`src/rtl/sdr_seq_pkg.sv`:
```
// Shared encodings for the SDRAM command sequencer.
// Assumes a two-bank system with 4-bit timing fields.
package sdr_seq_pkg;
    typedef enum logic [2:0] {
        M_NORMAL = 3'd0,
        M_CKE_ON = 3'd1,
        M_PRECH  = 3'd2,
        M_AREF   = 3'd3,
        M_LOADMR = 3'd4,
        M_SELF   = 3'd5,
        M_PDOWN  = 3'd6,
        M_RSVD   = 3'd7
    } sdr_mode_e;

    // RAS#, CAS#, WE#
    typedef logic [2:0] pin_cmd_t;
    localparam pin_cmd_t PC_NOP = 3'b111;
    localparam pin_cmd_t PC_PRE = 3'b010;
    localparam pin_cmd_t PC_REF = 3'b001;
    localparam pin_cmd_t PC_LMR = 3'b000;

    localparam int NBANK  = 2;
    localparam int TF_W   = 4;
    localparam int NRF_LO = 5;
    localparam int NRF_W  = 4;
    localparam int MRV_LO = 9;

    // timing field indices
    localparam int TI_MRD = 0;
    localparam int TI_XSR = 1;
    localparam int TI_RAS = 2;
    localparam int TI_RC  = 3;
    localparam int TI_RP  = 5;
endpackage

```
`src/rtl/sdr_bank_state.sv`:
```
// Per-bank clock-enable and refresh-enable state.
// Updated only on an accepted host command; one copy per bank.
module sdr_bank_state
    import sdr_seq_pkg::*;
#(
    parameter int NB = NBANK
) (
    input  logic          clk,
    input  logic          rst_n,
    input  logic          upd,
    input  sdr_mode_e     mode,
    input  logic [NB-1:0] sel,
    output logic [NB-1:0] cke,
    output logic [NB-1:0] norm
);
    for (genvar b = 0; b < NB; b++) begin : g_bank
        // track CKE level and normal-mode membership of bank b
        always_ff @(posedge clk) begin
            if (!rst_n) begin
                cke[b]  <= 1'b0;
                norm[b] <= 1'b0;
            end else if (upd && sel[b]) begin
                case (mode)
                    M_CKE_ON: cke[b] <= 1'b1;
                    M_NORMAL: begin
                        cke[b]  <= 1'b1;
                        norm[b] <= 1'b1;
                    end
                    M_SELF, M_PDOWN: begin
                        cke[b]  <= 1'b0;
                        norm[b] <= 1'b0;
                    end
                    default: ;
                endcase
            end
        end
    end
endmodule

```
`src/rtl/sdr_refresh_timer.sv`:
```
// Periodic refresh request generator.
// Counts down from the reload value while enabled, raises a held
// request at zero and reloads; the request clears on acknowledge.
module sdr_refresh_timer #(
    parameter int CW = 13
) (
    input  logic          clk,
    input  logic          rst_n,
    input  logic          en,
    input  logic [CW-1:0] reload,
    input  logic          ack,
    output logic          pend
);
    logic [CW-1:0] cnt;

    // countdown, request set on expiry, request cleared on ack or disable
    always_ff @(posedge clk) begin
        if (!rst_n) begin
            cnt  <= '0;
            pend <= 1'b0;
        end else if (!en) begin
            cnt  <= reload;
            pend <= 1'b0;
        end else if (cnt == '0) begin
            cnt  <= reload;
            pend <= 1'b1;
        end else begin
            cnt <= cnt - 1'b1;
            if (ack) pend <= 1'b0;
        end
    end
endmodule

```
`src/rtl/sdr_cmd_fsm.sv`:
```
// Command decode, gap counters, pin register and error flag.
// Host writes win over a due refresh; pins are registered and
// show NOP/deselect except in the cycle a command is issued.
module sdr_cmd_fsm
    import sdr_seq_pkg::*;
#(
    parameter int ADDR_W = 13,
    parameter int CMD_W  = MRV_LO + ADDR_W,
    parameter int TW_W   = 7 * TF_W
) (
    input  logic             clk,
    input  logic             rst_n,
    input  logic             cmd_wr,
    input  logic [CMD_W-1:0] cmd_word,
    input  logic             stat_wr,
    input  logic [TW_W-1:0]  timing_word,
    input  logic             ref_pend,
    input  logic [NBANK-1:0] norm,
    output logic             accept,
    output logic             ref_go,
    output sdr_mode_e        mode,
    output logic [NBANK-1:0] sel,
    output logic [NBANK-1:0] cs_n,
    output pin_cmd_t         pc,
    output logic [ADDR_W-1:0] addr,
    output logic             busy,
    output logic             err
);
    localparam int A10 = 10;

    logic [TF_W-1:0]  gap;
    logic [NRF_W-1:0] rep;
    logic [NBANK-1:0] rsel;

    function automatic logic [TF_W-1:0] tfield(input logic [TW_W-1:0] w, input int idx);
        return w[idx*TF_W +: TF_W];
    endfunction

    assign mode   = sdr_mode_e'(cmd_word[2:0]);
    assign sel    = {cmd_word[3], cmd_word[4]};
    assign accept = cmd_wr && !busy;
    assign ref_go = ref_pend && !busy && !cmd_wr && (|norm);

    // issue commands, run gap and repeat counters, drive busy
    always_ff @(posedge clk) begin
        if (!rst_n) begin
            busy <= 1'b0;
            gap  <= '0;
            rep  <= '0;
            rsel <= '0;
            cs_n <= '1;
            pc   <= PC_NOP;
            addr <= '0;
        end else begin
            cs_n <= '1;
            pc   <= PC_NOP;
            addr <= '0;
            if (accept) begin
                busy <= 1'b1;
                rep  <= '0;
                rsel <= sel;
                gap  <= '0;
                case (mode)
                    M_PRECH: begin
                        cs_n      <= ~sel;
                        pc        <= PC_PRE;
                        addr[A10] <= 1'b1;
                        gap       <= tfield(timing_word, TI_RP);
                    end
                    M_AREF: begin
                        cs_n <= ~sel;
                        pc   <= PC_REF;
                        gap  <= tfield(timing_word, TI_RC);
                        rep  <= cmd_word[NRF_LO +: NRF_W];
                    end
                    M_LOADMR: begin
                        cs_n <= ~sel;
                        pc   <= PC_LMR;
                        addr <= cmd_word[MRV_LO +: ADDR_W];
                        gap  <= tfield(timing_word, TI_MRD);
                    end
                    M_SELF: begin
                        cs_n <= ~sel;
                        pc   <= PC_REF;
                        gap  <= tfield(timing_word, TI_RAS);
                    end
                    M_NORMAL: gap <= tfield(timing_word, TI_XSR);
                    default:  gap <= '0;
                endcase
            end else if (ref_go) begin
                busy <= 1'b1;
                rep  <= '0;
                cs_n <= ~norm;
                pc   <= PC_REF;
                gap  <= tfield(timing_word, TI_RC);
            end else if (busy) begin
                if (gap != '0) begin
                    gap <= gap - 1'b1;
                end else if (rep != '0) begin
                    rep  <= rep - 1'b1;
                    cs_n <= ~rsel;
                    pc   <= PC_REF;
                    gap  <= tfield(timing_word, TI_RC);
                end else begin
                    busy <= 1'b0;
                end
            end
        end
    end

    // sticky error on a write during busy, cleared by a status write
    always_ff @(posedge clk) begin
        if (!rst_n)                err <= 1'b0;
        else if (cmd_wr && busy)   err <= 1'b1;
        else if (stat_wr)          err <= 1'b0;
    end
endmodule

```
`src/rtl/sdr_cmd_seq.sv`:
```
// Top of the SDRAM command sequencer: wires the command engine,
// the per-bank state and the refresh timer. Bank 1 is index 0.
module sdr_cmd_seq
    import sdr_seq_pkg::*;
#(
    parameter int ADDR_W = 13,
    parameter int RCNT_W = 13,
    localparam int CMD_W = MRV_LO + ADDR_W,
    localparam int TW_W  = 7 * TF_W
) (
    input  logic              clk,
    input  logic              rst_n,
    input  logic              cmd_wr,
    input  logic [CMD_W-1:0]  cmd_word,
    input  logic              stat_wr,
    input  logic [TW_W-1:0]   timing_word,
    input  logic [RCNT_W:0]   refresh_word,
    output logic [NBANK-1:0]  sd_cke,
    output logic [NBANK-1:0]  sd_cs_n,
    output logic              sd_ras_n,
    output logic              sd_cas_n,
    output logic              sd_we_n,
    output logic [ADDR_W-1:0] sd_addr,
    output logic [7:0]        status
);
    logic             accept, ref_go, ref_pend, busy, err;
    sdr_mode_e        mode;
    logic [NBANK-1:0] sel, norm;
    pin_cmd_t         pc;
    wire unused_fields = ^{timing_word[27:24], timing_word[19:16], refresh_word[0]};

    sdr_cmd_fsm #(.ADDR_W(ADDR_W)) u_fsm (
        .clk, .rst_n, .cmd_wr, .cmd_word, .stat_wr, .timing_word,
        .ref_pend, .norm, .accept, .ref_go, .mode, .sel,
        .cs_n(sd_cs_n), .pc, .addr(sd_addr), .busy, .err
    );

    sdr_bank_state #(.NB(NBANK)) u_banks (
        .clk, .rst_n, .upd(accept), .mode, .sel, .cke(sd_cke), .norm
    );

    sdr_refresh_timer #(.CW(RCNT_W)) u_rtmr (
        .clk, .rst_n, .en(|norm), .reload(refresh_word[RCNT_W:1]),
        .ack(ref_go), .pend(ref_pend)
    );

    assign {sd_ras_n, sd_cas_n, sd_we_n} = pc;
    assign status = {2'b00, busy, 4'b0000, err};
endmodule

```
`config.mk`:
```
export PLATFORM = sky130hd
export DESIGN_NAME = sdr_cmd_seq
export DESIGN_NICKNAME = d
export VERILOG_FILES = /design/src/rtl/sdr_seq_pkg.sv /design/src/rtl/sdr_bank_state.sv /design/src/rtl/sdr_refresh_timer.sv /design/src/rtl/sdr_cmd_fsm.sv /design/src/rtl/sdr_cmd_seq.sv
export SDC_FILE = /design/constraint.sdc
export NUM_CORES = 1
export LEC_CHECK = 0
export BUFFER_PORTS_ARGS = -buffer_cell sky130_fd_sc_hd__buf_2
export CORE_MARGIN = 2
export CORE_UTILIZATION = 52
export DETAILED_ROUTE_END_ITERATION = 10
export HOLD_SLACK_MARGIN = 0.05
export PLACE_DENSITY_LB_ADDON = 0.2
export SLEW_MARGIN = 20
export SYNTH_ARGS = -nofsm -noshare
export SYNTH_HDL_FRONTEND = slang
export SYNTH_SLANG_ARGS = --single-unit
```
`constraint.sdc`:
```
create_clock -name clk -period 3.1 [get_ports clk]
set_clock_uncertainty 0.05 [all_clocks]
set_input_delay 0.31 -clock clk [delete_from_list [all_inputs] [get_ports clk]]
set_output_delay 0.31 -clock clk [all_outputs]
set_load 0.05 [all_outputs]
```
==> results of run 1 <==
-- cells by family (layout without fill, tap and decap cells) --
family | Yosys count | after routing | synth area share [%]
compound gates | 80 | 80 | 21.2
simple gates | 100 | 100 | 23.2
xor+xnor | 13 | 13 | 4.60
flops | 48 | 48 | 38.8
other cells | 1 | 6 | 0.151
buf+inv | 33 | 100 | 6.41
mux | 9 | 9 | 3.69
fa+ha+maj | 4 | 4 | 2.02
-- through the flow --
stage	power (mW)	setup slack (ns)	std cells	hold slack [ns]	util, %
finish	1.48	1.08	414	0.153	63.4
global route	1.57	0.846	414	0.148	63.4
CTS	1.49	1.07	414	0.147	63.4
detailed placement	1.09	1.09	406	0.405	61.3
global placement	1.09	1.08	406	0.400	61.3
floorplan	1.01	1.27	293	0.382	-
-- synthesized netlist by cell type, types with 2 or more instances --
library cell,instances,share of area [%]
a2bb2oi_1,3,1.1
or3b_2,2,0.71
a21oi_1,21,4.2
xnor2_1,6,2.1
nand3b_1,3,0.91
and3_1,4,1.0
o22ai_1,4,1.0
o221a_2,4,1.8
nand2_1,18,2.7
nor2_1,20,3.0
a31oi_1,8,2.0
inv_1,10,1.5
a211oi_1,6,1.8
buf_4,8,2.4
ha_1,4,2.0
nor3b_1,3,0.91
a32oi_1,3,1.1
and2_1,15,3.8
o21ai_0,19,3.8
nand4_1,3,0.76
clkbuf_1,10,1.5
dfxtp_1,48,39
nand2b_1,6,1.5
xor2_1,7,2.5
buf_2,4,0.81
a21o_1,2,0.61
o21bai_1,2,0.61
nand3_1,6,1.2
nor3_1,5,1.0
mux2i_1,8,3.2
nor2b_1,3,0.76
nor4b_1,4,1.4
-- per-layer routing --
metal / share of wire (%) / vias to the layer above
met3: 6.2 / 7
met5: 0 / -
li1: - / 1162
met2: 46 / 72
met1: 47 / 1026
met4: 1.0 / 0
-- final timing paths --
path | startpoint | endpoint | slack [ns] | depth (start not counted)
worst max-delay path | u_fsm.busy | u_fsm.pc[1] | 1.08 | 4
worst min-delay path | cmd_word[11] | u_fsm.addr[2] | 0.15 | 2
worst max register to register | u_fsm.busy | u_fsm.pc[1] | 1.08 | 4
worst min register to register | u_fsm.rsel[0] | u_fsm.rsel[0] | 0.42 | 2
-- cell type report --
class / instances / area [um^2]
tap: 54 / 67.6
inverter: 10 / 37.5
timing repair buffer: 82 / 415
sequential: 48 / 961
multi-input combinational: 212 / 1380
fill: 424 / 1710
clock inverter: 2 / 13.8
clock buffer: 6 / 82.6
-- power by group through the flow --
stage               registers (mW)  logic [mW]  clock network, mW
floorplan                    0.729       0.278                  0
global placement             0.716       0.370                  0
detailed placement           0.718       0.376                  0
CTS                          0.704       0.378              0.407
global route                 0.712       0.426              0.430
finish                       0.705       0.379              0.399
-- sequential cells by signal (all words and copies together) (netlist names) --
name and flops:
u_banks.cke 2, u_fsm.err 1, u_fsm.rsel 2, u_fsm.pc 3, u_fsm.busy 1, u_banks.norm 2
u_fsm.addr 13, u_fsm.rep 4, u_rtmr.pend 1, u_fsm.cs_n 2, u_fsm.gap 4, u_rtmr.cnt 13
-- critical path, stage by stage, from the launching register on --
cell      delay [ns]
dfxtp_1         0.54
nor4bb_1        0.72
nand2_1         0.16
nand2_1         0.24
o311ai_0        0.17
==> impl_metrics.json, run 1 <==
{
  "status": "completed",
  "p_leak_nw": 1.31,
  "timing.setup.tns_ns": 0,
  "worst-setup-path-type": "reg -> reg",
  "final_cell_area_um2": 2950,
  "dpl_cell_area_um2": 2860,
  "drtIter0Drc": 111,
  "cp-end-kind": "flop",
  "finalCritPeriodShare_pct": 65.2,
  "rsz0062_at_grt": "no",
  "diodes": 0,
  "io_buffers": 80,
  "drive_gt1_share_pct": 28.1,
  "drc_errors": 0,
  "grt_util_met1_pct": 30.0,
  "seq_power_share_pct": 47.5,
  "grt_pass1_vias": 2056,
  "firstDrtPassIters": 4,
  "ant_nets": 0,
  "clockPowerShare_pct": 26.9,
  "io_pins": 96,
  "grt_first_pass_wirelength_um": 9270,
  "postSynthAreaPerCell_um2": 8.60,
  "path_max_fanout": 12,
  "hold_viol": 0,
  "clkLatencyLatePin_ns": 0.31,
  "slew_violations": 0,
  "global_route.peak_usage_layer": "met2",
  "placementRows": 25,
  "hpwl_um": 4090,
  "wirelength_um": 5520,
  "async_flop_share_pct": 0,
  "cp_data_required_time_ns": 3.21,
  "htreeDepth": 2,
  "ctsHoldBuffers": 0,
  "yosys_warnings": 0,
  "die_y_um": 73.0,
  "power_density_nw_per_um2": 502,
  "switching_share_pct": 32.2,
  "num_vias": 2267,
  "grt_max_degree": 24,
  "cts.clk_slew.worst_paths_ns": 0.09,
  "synth_edf_count": 0,
  "setup_violations": 0,
  "die_area_um2": 5330,
  "grtUsageTotal_pct": 21.7,
  "slew_headroom_pct": 49.9,
  "grt_overflow": 0,
  "antenna_found_initial": 0,
  "ys_seq_area_share_pct": 38.8,
  "p_sw_uw": 478,
  "maxCapViolations": 0,
  "start_util_pct": 53.2,
  "wl_per_cell_um": 13.3,
  "layout_commonest_cell": "buf_2",
  "cts_made_buffers": 5,
  "worst_pin_slew_ns": 0.741,
  "setup.worst_path.start_class": "flop",
  "synth-main-ff-cell": "dfxtp_1",
  "area_delta_synth_final_pct": 19.2,
  "mostFrequentLayoutCells": "80 x buf_2, 48 x dfxtp_1, 21 x a21oi_1",
  "p_int_mw": 1.00,
  "fmaxAchievable_mhz": 495,
  "synth_area_um2": 2480,
  "cts_root_buffer": "clkbuf_8",
  "comb_power_share_pct": 25.6,
  "gp_congestion": 0.831,
  "fin_crit_ns": 2.02,
  "hold_class": "in -> reg",
  "cts_sinks": 48,
  "met3_usage_pct": 4.83,
  "crit_arrival_ns": 2.13,
  "peakVddDrop_mv": 0.283,
  "synth_cell_type_count": 51,
  "use_met2_pct": 34.4,
  "finalNetCount": 431,
  "syn_inst": 288,
  "post_cts_buffers": 0,
  "die_w_um": 73.0,
  "cts_tree": "yes",
  "synth.ff_latch_count": 48,
  "post_cts_resized": 0,
  "via_per_inst": 5.48,
  "core_um2": 4660,
  "cts.path.max_buffers": 2
}
No activity file was read; power rests on OpenSTA's default activity.
==> run 2, diff against run 1 <==
--- a/config.mk
+++ b/config.mk
@@ -7,7 +7,7 @@
 export LEC_CHECK = 0
 export BUFFER_PORTS_ARGS = -buffer_cell sky130_fd_sc_hd__buf_2
 export CORE_MARGIN = 2
-export CORE_UTILIZATION = 52
+export CORE_UTILIZATION = 49
 export DETAILED_ROUTE_END_ITERATION = 10
 export HOLD_SLACK_MARGIN = 0.05
 export PLACE_DENSITY_LB_ADDON = 0.2
==> constraint.sdc (replaced) <==
create_clock -name clk -period 2 [get_ports clk]
set_clock_uncertainty 0.05 [all_clocks]
set_input_delay 0.2 -clock clk [delete_from_list [all_inputs] [get_ports clk]]
set_output_delay 0.2 -clock clk [all_outputs]
set_load 0.05 [all_outputs]
==> run 2 against run 1 <==
  * Combinational power up 71%
  * Critical path type unchanged
  * Cell area increased by 7.0%
  * Global-route usage rose by 0.43 points
==> impl_metrics.json, run 2 (synthesized netlist as in run 1, its figures left out) <==
{
  "status": "completed",
  "slew_headroom_pct": 65.4,
  "dp.cells": 431,
  "firstDrtPassIters": 4,
  "setup.worst_path.start_class": "flop",
  "post_cts_resized": 0,
  "timing.setup.tns_ns": 0,
  "grt_max_degree": 24,
  "num-fill-cells": 414,
  "cts_tree": "yes",
  "rsz0062_at_grt": "no",
  "worst-setup-path-type": "reg -> reg",
  "cp_data_required_time_ns": 2.19,
  "drc_errors": 0,
  "fin_util_pct": 66.0,
  "path_max_fanout": 4,
  "start_util_pct": 51.8,
  "wirelength_um": 6020,
  "instances_no_fill": 449,
  "drive_gt1_share_pct": 29.6,
  "setup_violations": 0,
  "grt_overflow": 0,
  "die_y_um": 75.1,
  "via_per_inst": 5.34,
  "drtIter0Drc": 142,
  "io_buffers": 80,
  "cts_made_buffers": 5,
  "die_w_um": 75.1,
  "io_pins": 96,
  "r2r_cells": 6,
  "reg_top3": "u_fsm.addr x13, u_rtmr.cnt x13",
  "num_vias": 2397,
  "placementRows": 25,
  "ctsHoldBuffers": 10,
  "cts.clk_slew.worst_paths_ns": 0.09,
  "hpwl_um": 4360,
  "p_leak_nw": 1.41,
  "wl_per_cell_um": 13.4,
  "finalPower_mw": 2.35,
  "gp_congestion": 0.838,
  "maxCapViolations": 0,
  "multiInputGateArea_um2": 1380,
  "grt_pass1_vias": 2202,
  "hold_viol": 0,
  "fmaxAchievable_mhz": 531,
  "htreeDepth": 2,
  "clkLatencyLatePin_ns": 0.30,
  "mostFrequentLayoutCells": "80 x buf_2, 48 x dfxtp_1, 21 x a21oi_1",
  "diodes": 0,
  "cts.path.max_buffers": 2,
  "grt_first_pass_wirelength_um": 9560,
  "layout_commonest_cell": "buf_2",
  "cts_sinks": 48,
  "post_cts_buffers": 0,
  "slew_violations": 0,
  "cts_root_buffer": "clkbuf_8",
  "power_density_nw_per_um2": 744,
  "finalCritPeriodShare_pct": 94.1,
  "ant_nets": 0,
  "core_um2": 4790,
  "holdPathStages": 2,
  "antenna_found_initial": 0,
  "die_area_um2": 5640,
  "peakVddDrop_mv": 0.378,
  "area_delta_synth_final_pct": 27.6,
  "hold_class": "in -> reg",
  "holdWs_ns": 0.0662,
  "finalNetCount": 453,
  "worst_pin_slew_ns": 0.519,
  "seq_area_um2": 961,
  "crit_arrival_ns": 2.08,
  "cp-end-kind": "flop",
  "grtUsageTotal_pct": 22.1,
  "fin_crit_ns": 1.88
}
run 2: final timing paths:
kind / startpoint / to / slack (ns)
max reg2reg: u_rtmr.cnt[0] / u_rtmr.cnt[10] / 0.12
max: u_rtmr.cnt[0] / u_rtmr.cnt[10] / 0.12
min reg2reg: u_fsm.err / u_fsm.err / 0.43
min: cmd_word[18] / u_fsm.addr[9] / 0.07
run 2: final cells by class:
type	count	share of cell area, %
Timing Repair Buffer	104	19.2
Sequential cell	48	30.4
Multi-Input combinational cell	212	43.5
Tap cell	67	2.65
Clock inverter	2	0.435
Clock buffer	6	2.61
Inverter	10	1.19
run 2: power by group:
| part | internal [mW] | switching [mW] |
|---|---|---|
| registers | 1.02 | 0.0686 |
| clock network | 0.283 | 0.331 |
| logic | 0.298 | 0.349 |
| total | 1.60 | 0.748 |
run 2: worst max-delay path, cell delays in order, from the launching register on:
cell	delay [ns]
dfxtp_1	0.33
inv_1	0.10
ha_1	0.17
or4b_4	0.49
or3b_1	0.40
xor2_1	0.15
a21oi_1	0.13
run 2: stage by stage:
stage                     setup WS [ns]  instance area, um^2
final                             0.118                 3160
after global routing             0.0515                 3160
after CTS                         0.108                 3160
after detailed placement          0.123                 2960
after global placement            0.165                 2960
after floorplan                   0.166                 2500
run 2: layer usage:
metal	vias to the layer above	global-route usage, %	part of all wire (%)
met5	-	0	0
met4	0	8.53	1.7
met3	11	6.16	6.5
met2	86	35.7	46
met1	1090	28.0	46
li1	1210	-	-
==> run 3, diff against run 2 <==
==> constraint.sdc (replaced) <==
create_clock -name clk -period 1.8 [get_ports clk]
set_clock_uncertainty 0.05 [all_clocks]
set_input_delay 0.18 -clock clk [delete_from_list [all_inputs] [get_ports clk]]
set_output_delay 0.18 -clock clk [all_outputs]
set_load 0.05 [all_outputs]
==> run 3 against run 2 <==
  * Setup slack lost 0.071 ns
  * Routed wire length grew 7.6%
  * First-iteration DRC count grew 38%
  * Clock power grew 30%
  * Die area is the same
  * Worst hold slack gained 0.0051 ns
  * Fmax grew 7.3%
  * Sequential share of layout area shrank 1.7 points
  * Cell area grew 6.4%
  * Critical path depth is the same
  * Flip-flop and latch count is the same
  * Via count grew 0.58%
==> impl_metrics.json, run 3 (synthesized netlist as in run 1, its figures left out) <==
{
  "cts_tree": "yes",
  "cts_root_buffer": "clkbuf_8",
  "htreeDepth": 2,
  "grt_max_degree": 24,
  "clkLatencyLatePin_ns": 0.30,
  "drtIter0Drc": 196,
  "die_w_um": 75.1,
  "status": "completed",
  "instances_no_fill": 466,
  "hpwl_um": 4490,
  "io_buffers": 80,
  "fin_crit_ns": 1.75,
  "layout_commonest_cell": "buf_2",
  "firstDrtPassIters": 4,
  "wl_per_cell_um": 13.9,
  "setup_violations": 0,
  "maxCapViolations": 0,
  "crit_arrival_ns": 1.94,
  "hold_viol": 0,
  "finalPower_mw": 2.83,
  "cts.clk_slew.worst_paths_ns": 0.09,
  "die_area_um2": 5640,
  "fmaxAchievable_mhz": 570,
  "power_density_nw_per_um2": 842,
  "wirelength_um": 6480,
  "num-fill-cells": 386,
  "mostFrequentLayoutCells": "80 x buf_2, 45 x dfxtp_1, 27 x buf_4",
  "p_leak_nw": 1.51,
  "die_y_um": 75.1,
  "multiInputGateArea_um2": 1420,
  "drc_errors": 0,
  "cts_made_buffers": 5,
  "slew_violations": 0,
  "via_per_inst": 5.17,
  "seq_area_um2": 965,
  "setup.worst_path.start_class": "flop",
  "rsz0062_at_grt": "yes",
  "core_um2": 4790,
  "io_pins": 96,
  "ant_nets": 0,
  "hold_class": "in -> reg",
  "fin_util_pct": 70.3,
  "start_util_pct": 51.8,
  "grt_first_pass_wirelength_um": 10700,
  "grtUsageTotal_pct": 24.6,
  "worst-setup-path-type": "reg -> reg",
  "cp-end-kind": "flop",
  "cts_sinks": 48,
  "grt_pass1_vias": 2414,
  "finalNetCount": 470,
  "peakVddDrop_mv": 0.641,
  "gp_congestion": 0.848,
  "slew_headroom_pct": 65.1,
  "placementRows": 25,
  "grt_overflow": 0,
  "diodes": 0,
  "path_max_fanout": 3,
  "timing.setup.tns_ns": 0,
  "dp.cells": 443,
  "cp_data_required_time_ns": 1.99,
  "antenna_found_initial": 0,
  "area_delta_synth_final_pct": 35.8,
  "num_vias": 2411,
  "drive_gt1_share_pct": 34.6,
  "finalCritPeriodShare_pct": 97.4,
  "worst_pin_slew_ns": 0.524,
  "reg_top3": "u_fsm.addr x13, u_rtmr.cnt x13",
  "cts.path.max_buffers": 2
}
## run 3: critical path, stage by stage, from the launching register on
cell     delay (ns)
dfxtp_2        0.34
inv_2          0.07
ha_4           0.13
or4b_4         0.47
or3b_1         0.38
xor2_1         0.15
a21oi_1        0.12
## run 3: power breakdown
| part | internal (mW) | switching (mW) | total (mW) | leakage [nW] |
|---|---|---|---|---|
| Sequential | 1.14 | 0.0759 | 1.21 | 0.395 |
| Clock | 0.419 | 0.383 | 0.801 | 0.0548 |
| Combinational | 0.390 | 0.425 | 0.816 | 1.06 |
| Total | 1.95 | 0.884 | 2.83 | 1.51 |
## run 3: final cells by class
cell class	count	area share (%)
well taps	67	2.49
multi-input cells	212	42.2
clock inverters	3	1.38
clock buffers	5	2.05
inverters	10	1.12
repair buffers	121	22.1
flip-flops and latches	48	28.7
## run 3: final timing paths
check | from | end | slack (ns) | cells after the start
worst max register to register | u_rtmr.cnt[1] | u_rtmr.cnt[10] | 0.05 | 6
worst min-delay path | cmd_word[19] | u_fsm.addr[10] | 0.07 | 3
worst min register to register | u_fsm.rsel[0] | u_fsm.rsel[0] | 0.43 | 2
worst max-delay path | u_rtmr.cnt[1] | u_rtmr.cnt[10] | 0.05 | 6
## run 3: what timing repair did
| action | 4_1_cts | 5_1_grt |
|---|---|---|
| buffers inserted | 1 | 0 |
| gates resized for setup | 7 | 7 |
| hold buffers | 14 | 0 |
| pin swaps | 2 | 4 |
| hold endpoints to repair | 14 | 0 |
| endpoints found under the setup margin | 3 | 17 |
## run 3: through the flow
| stage | cell area (um^2) | setup slack [ns] | hold WS, ns |
|---|---|---|---|
| global route | 3360 | -0.0290 | 0.0857 |
| finish | 3360 | 0.0469 | 0.0713 |
| global placement | 3060 | 0.0406 | 0.328 |
| floorplan | 2500 | 0.00271 | 0.252 |
| detailed placement | 3060 | 0.00378 | 0.331 |
| CTS | 3330 | 0.0153 | 0.0587 |
## run 3: metal layers
layer	wire, um	global-route usage [%]
met1	2940	31.8
met2	2960	38.2
met3	525	8.43
met4	52	8.73
met5	0	0
